**src/rtl/sgPkg.sv**
```systemverilog
package sgPkg;
  localparam int SG_DATA_W  = 32;
  localparam int SG_LANES   = 4;
  localparam int SG_FCODE_W = 3;
  localparam int SG_FW_W    = SG_FCODE_W + 1;
  localparam int SG_SH_W    = $clog2(SG_DATA_W) + 1;
  localparam int SG_MAXFW   = 1 << SG_FCODE_W;

  typedef enum logic [1:0] {
    OP_SCATTER = 2'b00,
    OP_GSUM    = 2'b01,
    OP_GMUL    = 2'b10,
    OP_GSUM2   = 2'b11
  } sgOp_e;

  typedef struct packed {
    logic loadScatter;
    logic loadSum;
    logic loadMulPair;
    logic loadMulFinal;
  } sgStrobe_t;
endpackage

```
**src/rtl/sgCtrl.sv**
```systemverilog
module sgCtrl
  import sgPkg::*;
(
  input  logic       clk,
  input  logic       rstN,
  input  logic       inValid,
  input  logic [1:0] opSel,
  input  logic       outReady,
  output logic       inReady,
  output logic       outValid,
  output sgStrobe_t  strobe
);
  typedef enum logic [1:0] {ST_IDLE, ST_MULWAIT, ST_HOLD} ctrlState_e;

  ctrlState_e state, stateNext;
  logic accept;
  logic isMul;

  assign inReady  = (state == ST_IDLE);
  assign outValid = (state == ST_HOLD);
  assign accept   = inValid && inReady;
  assign isMul    = (opSel == OP_GMUL);

  always_comb begin
    strobe = '0;
    if (accept) begin
      case (opSel)
        OP_SCATTER: strobe.loadScatter = 1'b1;
        OP_GMUL:    strobe.loadMulPair = 1'b1;
        default:    strobe.loadSum     = 1'b1;
      endcase
    end
    if (state == ST_MULWAIT) strobe.loadMulFinal = 1'b1;
  end

  always_comb begin
    stateNext = state;
    case (state)
      ST_IDLE:    if (accept) stateNext = isMul ? ST_MULWAIT : ST_HOLD;
      ST_MULWAIT: stateNext = ST_HOLD;
      ST_HOLD:    if (outReady) stateNext = ST_IDLE;
      default:    stateNext = ST_IDLE;
    endcase
  end

  always_ff @(posedge clk or negedge rstN) begin
    if (!rstN) state <= ST_IDLE;
    else       state <= stateNext;
  end


  single_cycle_latency_chk: assert property (@(posedge clk) disable iff (!rstN)
    (accept && !isMul) |=> outValid);


  mul_latency_chk: assert property (@(posedge clk) disable iff (!rstN)
    (accept && isMul) |=> (!outValid ##1 outValid));


  hold_valid_chk: assert property (@(posedge clk) disable iff (!rstN)
    (outValid && !outReady) |=> outValid);


  busy_ready_chk: assert property (@(posedge clk) disable iff (!rstN)
    outValid |-> !inReady);


  release_idle_chk: assert property (@(posedge clk) disable iff (!rstN)
    (outValid && outReady) |=> (inReady && !outValid));
endmodule

```
**src/rtl/sgDatapath.sv**
```systemverilog
module sgDatapath
  import sgPkg::*;
(
  input  logic                  clk,
  input  logic                  rstN,
  input  sgStrobe_t             strobe,
  input  logic [SG_FCODE_W-1:0] fieldCode,
  input  logic [SG_DATA_W-1:0]  srcWord,
  input  logic [SG_DATA_W-1:0]  elem0,
  input  logic [SG_DATA_W-1:0]  elem1,
  input  logic [SG_DATA_W-1:0]  elem2,
  input  logic [SG_DATA_W-1:0]  elem3,
  output logic [SG_DATA_W-1:0]  res0,
  output logic [SG_DATA_W-1:0]  res1,
  output logic [SG_DATA_W-1:0]  res2,
  output logic [SG_DATA_W-1:0]  res3
);
  logic [SG_FW_W-1:0]   fieldW;
  logic [SG_DATA_W-1:0] fieldMask;
  logic [SG_DATA_W-1:0] scatVal [SG_LANES];
  logic [SG_DATA_W-1:0] resReg  [SG_LANES];
  logic [SG_DATA_W-1:0] sumVal;
  logic [SG_DATA_W-1:0] prodA, prodB;
  logic                 anyLoad;

  assign fieldW    = {1'b0, fieldCode} + SG_FW_W'(1);
  assign fieldMask = (SG_DATA_W'(1) << fieldW) - SG_DATA_W'(1);
  assign sumVal    = elem0 + elem1 + elem2 + elem3;
  assign anyLoad   = strobe.loadScatter | strobe.loadSum | strobe.loadMulFinal;

  for (genvar g = 0; g < SG_LANES; g++) begin : gLane
    logic [SG_SH_W-1:0] shAmt;
    assign shAmt = SG_SH_W'(g) * SG_SH_W'(fieldW);
    assign scatVal[g] = (shAmt >= SG_SH_W'(SG_DATA_W)) ? '0
                        : ((srcWord >> shAmt) & fieldMask);


    lane_width_chk: assert property (@(posedge clk) disable iff (!rstN)
      strobe.loadScatter |=> ((resReg[g] >> SG_MAXFW) == '0));


    lane_stable_chk: assert property (@(posedge clk) disable iff (!rstN)
      !anyLoad |=> $stable(resReg[g]));

    if (g > 0) begin : gUpper

      gather_upper_zero_chk: assert property (@(posedge clk) disable iff (!rstN)
        (strobe.loadSum || strobe.loadMulFinal) |=> (resReg[g] == '0));
    end
  end

  always_ff @(posedge clk or negedge rstN) begin
    if (!rstN) begin
      prodA <= '0;
      prodB <= '0;
    end else if (strobe.loadMulPair) begin
      prodA <= elem0 * elem1;
      prodB <= elem2 * elem3;
    end
  end

  always_ff @(posedge clk or negedge rstN) begin
    if (!rstN) begin
      for (int i = 0; i < SG_LANES; i++) resReg[i] <= '0;
    end else if (strobe.loadScatter) begin
      for (int i = 0; i < SG_LANES; i++) resReg[i] <= scatVal[i];
    end else if (strobe.loadSum || strobe.loadMulFinal) begin
      resReg[0] <= strobe.loadSum ? sumVal : (prodA * prodB);
      for (int i = 1; i < SG_LANES; i++) resReg[i] <= '0;
    end
  end

  assign res0 = resReg[0];
  assign res1 = resReg[1];
  assign res2 = resReg[2];
  assign res3 = resReg[3];
endmodule

```
**src/rtl/fieldScatterGather.sv**
```systemverilog
module fieldScatterGather
  import sgPkg::*;
(
  input  logic        clk,
  input  logic        rstN,
  input  logic        inValid,
  output logic        inReady,
  input  logic [1:0]  opSel,
  input  logic [2:0]  fieldCode,
  input  logic [31:0] srcWord,
  input  logic [31:0] elem0,
  input  logic [31:0] elem1,
  input  logic [31:0] elem2,
  input  logic [31:0] elem3,
  output logic        outValid,
  input  logic        outReady,
  output logic [31:0] res0,
  output logic [31:0] res1,
  output logic [31:0] res2,
  output logic [31:0] res3
);
  sgStrobe_t strobe;

  sgCtrl u_ctrl (
    .clk      (clk),
    .rstN     (rstN),
    .inValid  (inValid),
    .opSel    (opSel),
    .outReady (outReady),
    .inReady  (inReady),
    .outValid (outValid),
    .strobe   (strobe)
  );

  sgDatapath u_dp (
    .clk       (clk),
    .rstN      (rstN),
    .strobe    (strobe),
    .fieldCode (fieldCode),
    .srcWord   (srcWord),
    .elem0     (elem0),
    .elem1     (elem1),
    .elem2     (elem2),
    .elem3     (elem3),
    .res0      (res0),
    .res1      (res1),
    .res2      (res2),
    .res3      (res3)
  );
endmodule

```
**config.mk**
```make
export PLATFORM = sky130hd
export DESIGN_NAME = fieldScatterGather
export DESIGN_NICKNAME = d
export VERILOG_FILES = /design/src/rtl/sgPkg.sv /design/src/rtl/sgCtrl.sv /design/src/rtl/sgDatapath.sv /design/src/rtl/fieldScatterGather.sv
export SDC_FILE = /design/constraint.sdc
export NUM_CORES = 2
export LEC_CHECK = 0
export BUFFER_PORTS_ARGS = -buffer_cell sky130_fd_sc_hd__buf_2
export CORE_MARGIN = 5
export CORE_UTILIZATION = 65
export DETAILED_ROUTE_END_ITERATION = 7
export GPL_TIMING_DRIVEN = 1
export PLACE_DENSITY = 0.84
export SETUP_SLACK_MARGIN = 0.1
export SYNTH_ARGS = -nofsm -noshare
export SYNTH_HDL_FRONTEND = slang
export SYNTH_SLANG_ARGS = --single-unit
export TNS_END_PERCENT = 10
```
**constraint.sdc**
```tcl
create_clock -name clk -period 8.2 [get_ports clk]
set_input_delay 0.82 -clock clk [delete_from_list [all_inputs] [get_ports clk]]
set_output_delay 0.82 -clock clk [all_outputs]
set_load 0.01 [all_outputs]
```
==> results.sh <==
export IMPL_synth_top_cell_area_share=0.422
export IMPL_cts_htree_levels=4
export IMPL_routed_wl_um=186000
export IMPL_grt_max_degree=104
export IMPL_detail_route_wl_per_cell_um=22.7
export IMPL_drc_errors=0
export IMPL_cts_buffers_inserted=17
export IMPL_routed_via_density=6.00
export IMPL_critPathKind="reg -> reg"
export IMPL_timing_final_max_slew_violations=0
export IMPL_yosysMostFrequentCell="fa_1"
export IMPL_totalNegativeSetupSlack_ns=0
export IMPL_dpl_worst_slack_ns=0.102
export IMPL_ys_warnings_count=0
export IMPL_grt_pass1_wl_um=295000
export IMPL_cts_clk_slew_worst_paths_ns=0.09
export IMPL_final_min_period_over_clock_period=0.952
export IMPL_period_minus_slack_ns=7.81
export IMPL_synthTopCellsByCount="fa_1 (1286), inv_1 (1274), nand2_1 (1105)"
export IMPL_synth_yosys_seq_area_share=0.0784
export IMPL_die_width_um=316
export IMPL_unrepaired_setup_endpoints_after_global_routing="false"
export IMPL_dpl_hpwl_um=151000
export IMPL_grt_pass1_vias=53800
export IMPL_count_of_mapped_cells_out_of_synthesis=6825
export IMPL_final_cells=8226
export IMPL_outcome="completed"
export IMPL_worst_slew_margin_rel=0.234
export IMPL_input_output_buffers=295
export IMPL_io_pins=299
export IMPL_clock_fmax_ghz=0.128
export IMPL_num_rows=112
export IMPL_worst_ep_required_time_ns=8.60
export IMPL_cts_root_buf="clkbuf_16"
export IMPL_flow_area_growth_from_synthesis_pct=6.08
export IMPL_timing_critical_path_from_type="register"
export IMPL_drt_first_iter_violations=5074
export IMPL_synth_largest_area_cell="fa_1"
export IMPL_hold_path_class="in -> async"
export IMPL_share_of_cells_above_drive_strength_1=0.0815
export IMPL_asyncSetResetFlopFracSynth=1.00
export IMPL_critical_path_peak_fanout=12
export IMPL_synth_avg_cell_area_um2=8.93
export IMPL_hold_violations=0
export IMPL_clock_latency_ns=0.48
export IMPL_max_clock_path_buffers=2
export IMPL_vias=49300
export IMPL_die_area_mm2=0.100
export IMPL_cts_sink_count=191
export IMPL_initial_cell_density_of_the_core=0.654
export IMPL_grt_overflow_total=0
export IMPL_ant_nets=0
export IMPL_finish_net_count=8827
export IMPL_synth_distinct_cells=72
export IMPL_worst_slew_pin_slew_ns=1.15
export IMPL_finalSetupViolCount=0
export IMPL_routabilityCongestion=1.02
export IMPL_number_of_antenna_violations_at_the_first_check_in_global_routing=19
export IMPL_ys_dominant_reg_cell="dfrtp_1"
export IMPL_grt_usage=0.381
export IMPL_critPathCaptureType="register"
export IMPL_timing_critical_path_arrival_ns=8.21
export IMPL_tritoncts_clock_tree="done"
export IMPL_post_cts_setup_buffer_count=0
export IMPL_placed_cells_incl_taps=8179
export IMPL_core_area_mm2=0.0932
export IMPL_timing_max_cap_violations=0
export IMPL_synth_register_bits=191
export IMPL_final_critical_path_setup_slack_ns=0.391
export IMPL_height_of_the_die_um=316
export IMPL_synthesis_area_mm2=0.0610
export IMPL_dr_pass1_iters=8
export IMPL_synth_edf_count=0
export IMPL_skew_ns=0.0186
export IMPL_yosys_top_cells_area="fa_1 (42%), ha_1 (8.8%), and2_1 (8.0%)"
## layout by cell type (no fill, tap or decap), drive strengths merged, types with 5 or more instances in the layout
cell type | synthesis | layout
fa | 1286 | 1286
inv | 1275 | 1283
nand2 | 1105 | 1105
and2 | 780 | 780
buf | 18 | 465
ha | 428 | 428
xnor2 | 213 | 213
o21ai | 199 | 199
dfrtp | 191 | 191
nor2 | 168 | 168
a21oi | 155 | 155
mux2i | 115 | 115
xor2 | 76 | 76
a21o | 57 | 57
a211oi | 34 | 34
a22o | 31 | 31
nor3 | 25 | 25
nand2b | 24 | 24
a31oi | 24 | 24
o31ai | 24 | 24
nand3 | 23 | 23
mux4 | 19 | 19
o21a | 18 | 18
clkbuf | 350 | 18
a221oi | 16 | 16
diode | 0 | 15
o211ai | 14 | 14
or2 | 14 | 14
mux2 | 13 | 13
a32o | 12 | 12
and3 | 11 | 11
nor2b | 10 | 10
o21bai | 9 | 9
a31o | 9 | 9
o22ai | 9 | 9
a211o | 7 | 7
or3 | 7 | 7
clkinv | 2 | 7
nand4 | 5 | 5
o41ai | 5 | 5
## cell type report
class	instances	area [µm²]
Clock buffer	17	425
Fill cell	7202	28500
Timing Repair Buffer	466	2800
Clock inverter	15	225
Antenna cell	15	37.5
Tap cell	1254	1570
Sequential cell	191	4780
Multi-Input combinational cell	4991	50000
Inverter	1277	4790
## metal layers
layer | up-vias | global-route usage | routed length, µm
li1 | 20800 | - | -
met1 | 24600 | 0.478 | 65800
met2 | 3085 | 0.608 | 85900
met3 | 776 | 0.0978 | 21500
met4 | 6 | 0.219 | 13200
met5 | - | 0 | 37
## per-stage QoR
step / cell area, µm² / hold slack (ns) / util
final: 64700 / 0.333 / 0.694
after global routing: 64600 / 0.351 / 0.694
after CTS: 64600 / 0.324 / 0.693
after detailed placement: 64000 / 0.465 / 0.686
after global placement: 64000 / 0.458 / 0.686
after floorplan: 61000 / 0.450 / -
## registers in the layout, indices dropped and copies added, names as in the netlist
signal,cells
u_dp.prodA,32
u_dp.prodB,32
u_dp.res0,32
u_dp.res3,32
u_dp.res1,31
u_dp.res2,30
u_ctrl.state,2
## worst max-delay path, stage by stage, from the launching register on
cell and delay, ns:
dfrtp_1 0.83, buf_4 0.33, and2_1 0.16, fa_1 0.44
fa_1 0.52, inv_1 0.06, fa_1 0.40, fa_1 0.52
fa_1 0.54, inv_1 0.05, fa_1 0.45, fa_1 0.55
fa_1 0.45, ha_1 0.35, and4_1 0.19, a221o_1 0.37
nor3_1 0.32, o31ai_2 0.16, a211o_1 0.25, a221oi_1 0.31
xnor2_1 0.23, nand2_1 0.11, a31oi_1 0.16
## logic make-up after synthesis
logic type      count (synthesis)  synth area share
xor+xnor                      289            0.0415
buf+inv                      1645             0.102
flops                         191            0.0784
compound gates                655            0.0686
fa+ha+maj                    1714             0.510
other cells                     1         0.0000615
simple gates                 2183             0.171
mux                           147            0.0283
## worst paths after layout
path | start | endpoint | slack [ns] | cells past startpoint
setup / recovery | u_dp.prodA[7] | u_dp.res0[31] | 0.39 | 22
hold / removal | rstN | u_dp.prodB[15] | 0.33 | 1
setup reg to reg | u_dp.prodA[7] | u_dp.res0[31] | 0.39 | 22
hold reg to reg | u_dp.res1[11] | u_dp.res1[11] | 0.48 | 2
max in group asynchronous | rstN | u_dp.res3[5] | 6.43 | 2
min in group clk | u_dp.res1[11] | u_dp.res1[11] | 0.48 | 2
## what timing repair did
item	4_1_cts	5_1_grt
gates resized for setup	0	2
hold buffers	0	0
setup endpoints to repair	0	2
Power is left out: the tool's default activity adds up to more than one toggle a clock period on the data nets, which glitch-free logic cannot reach.
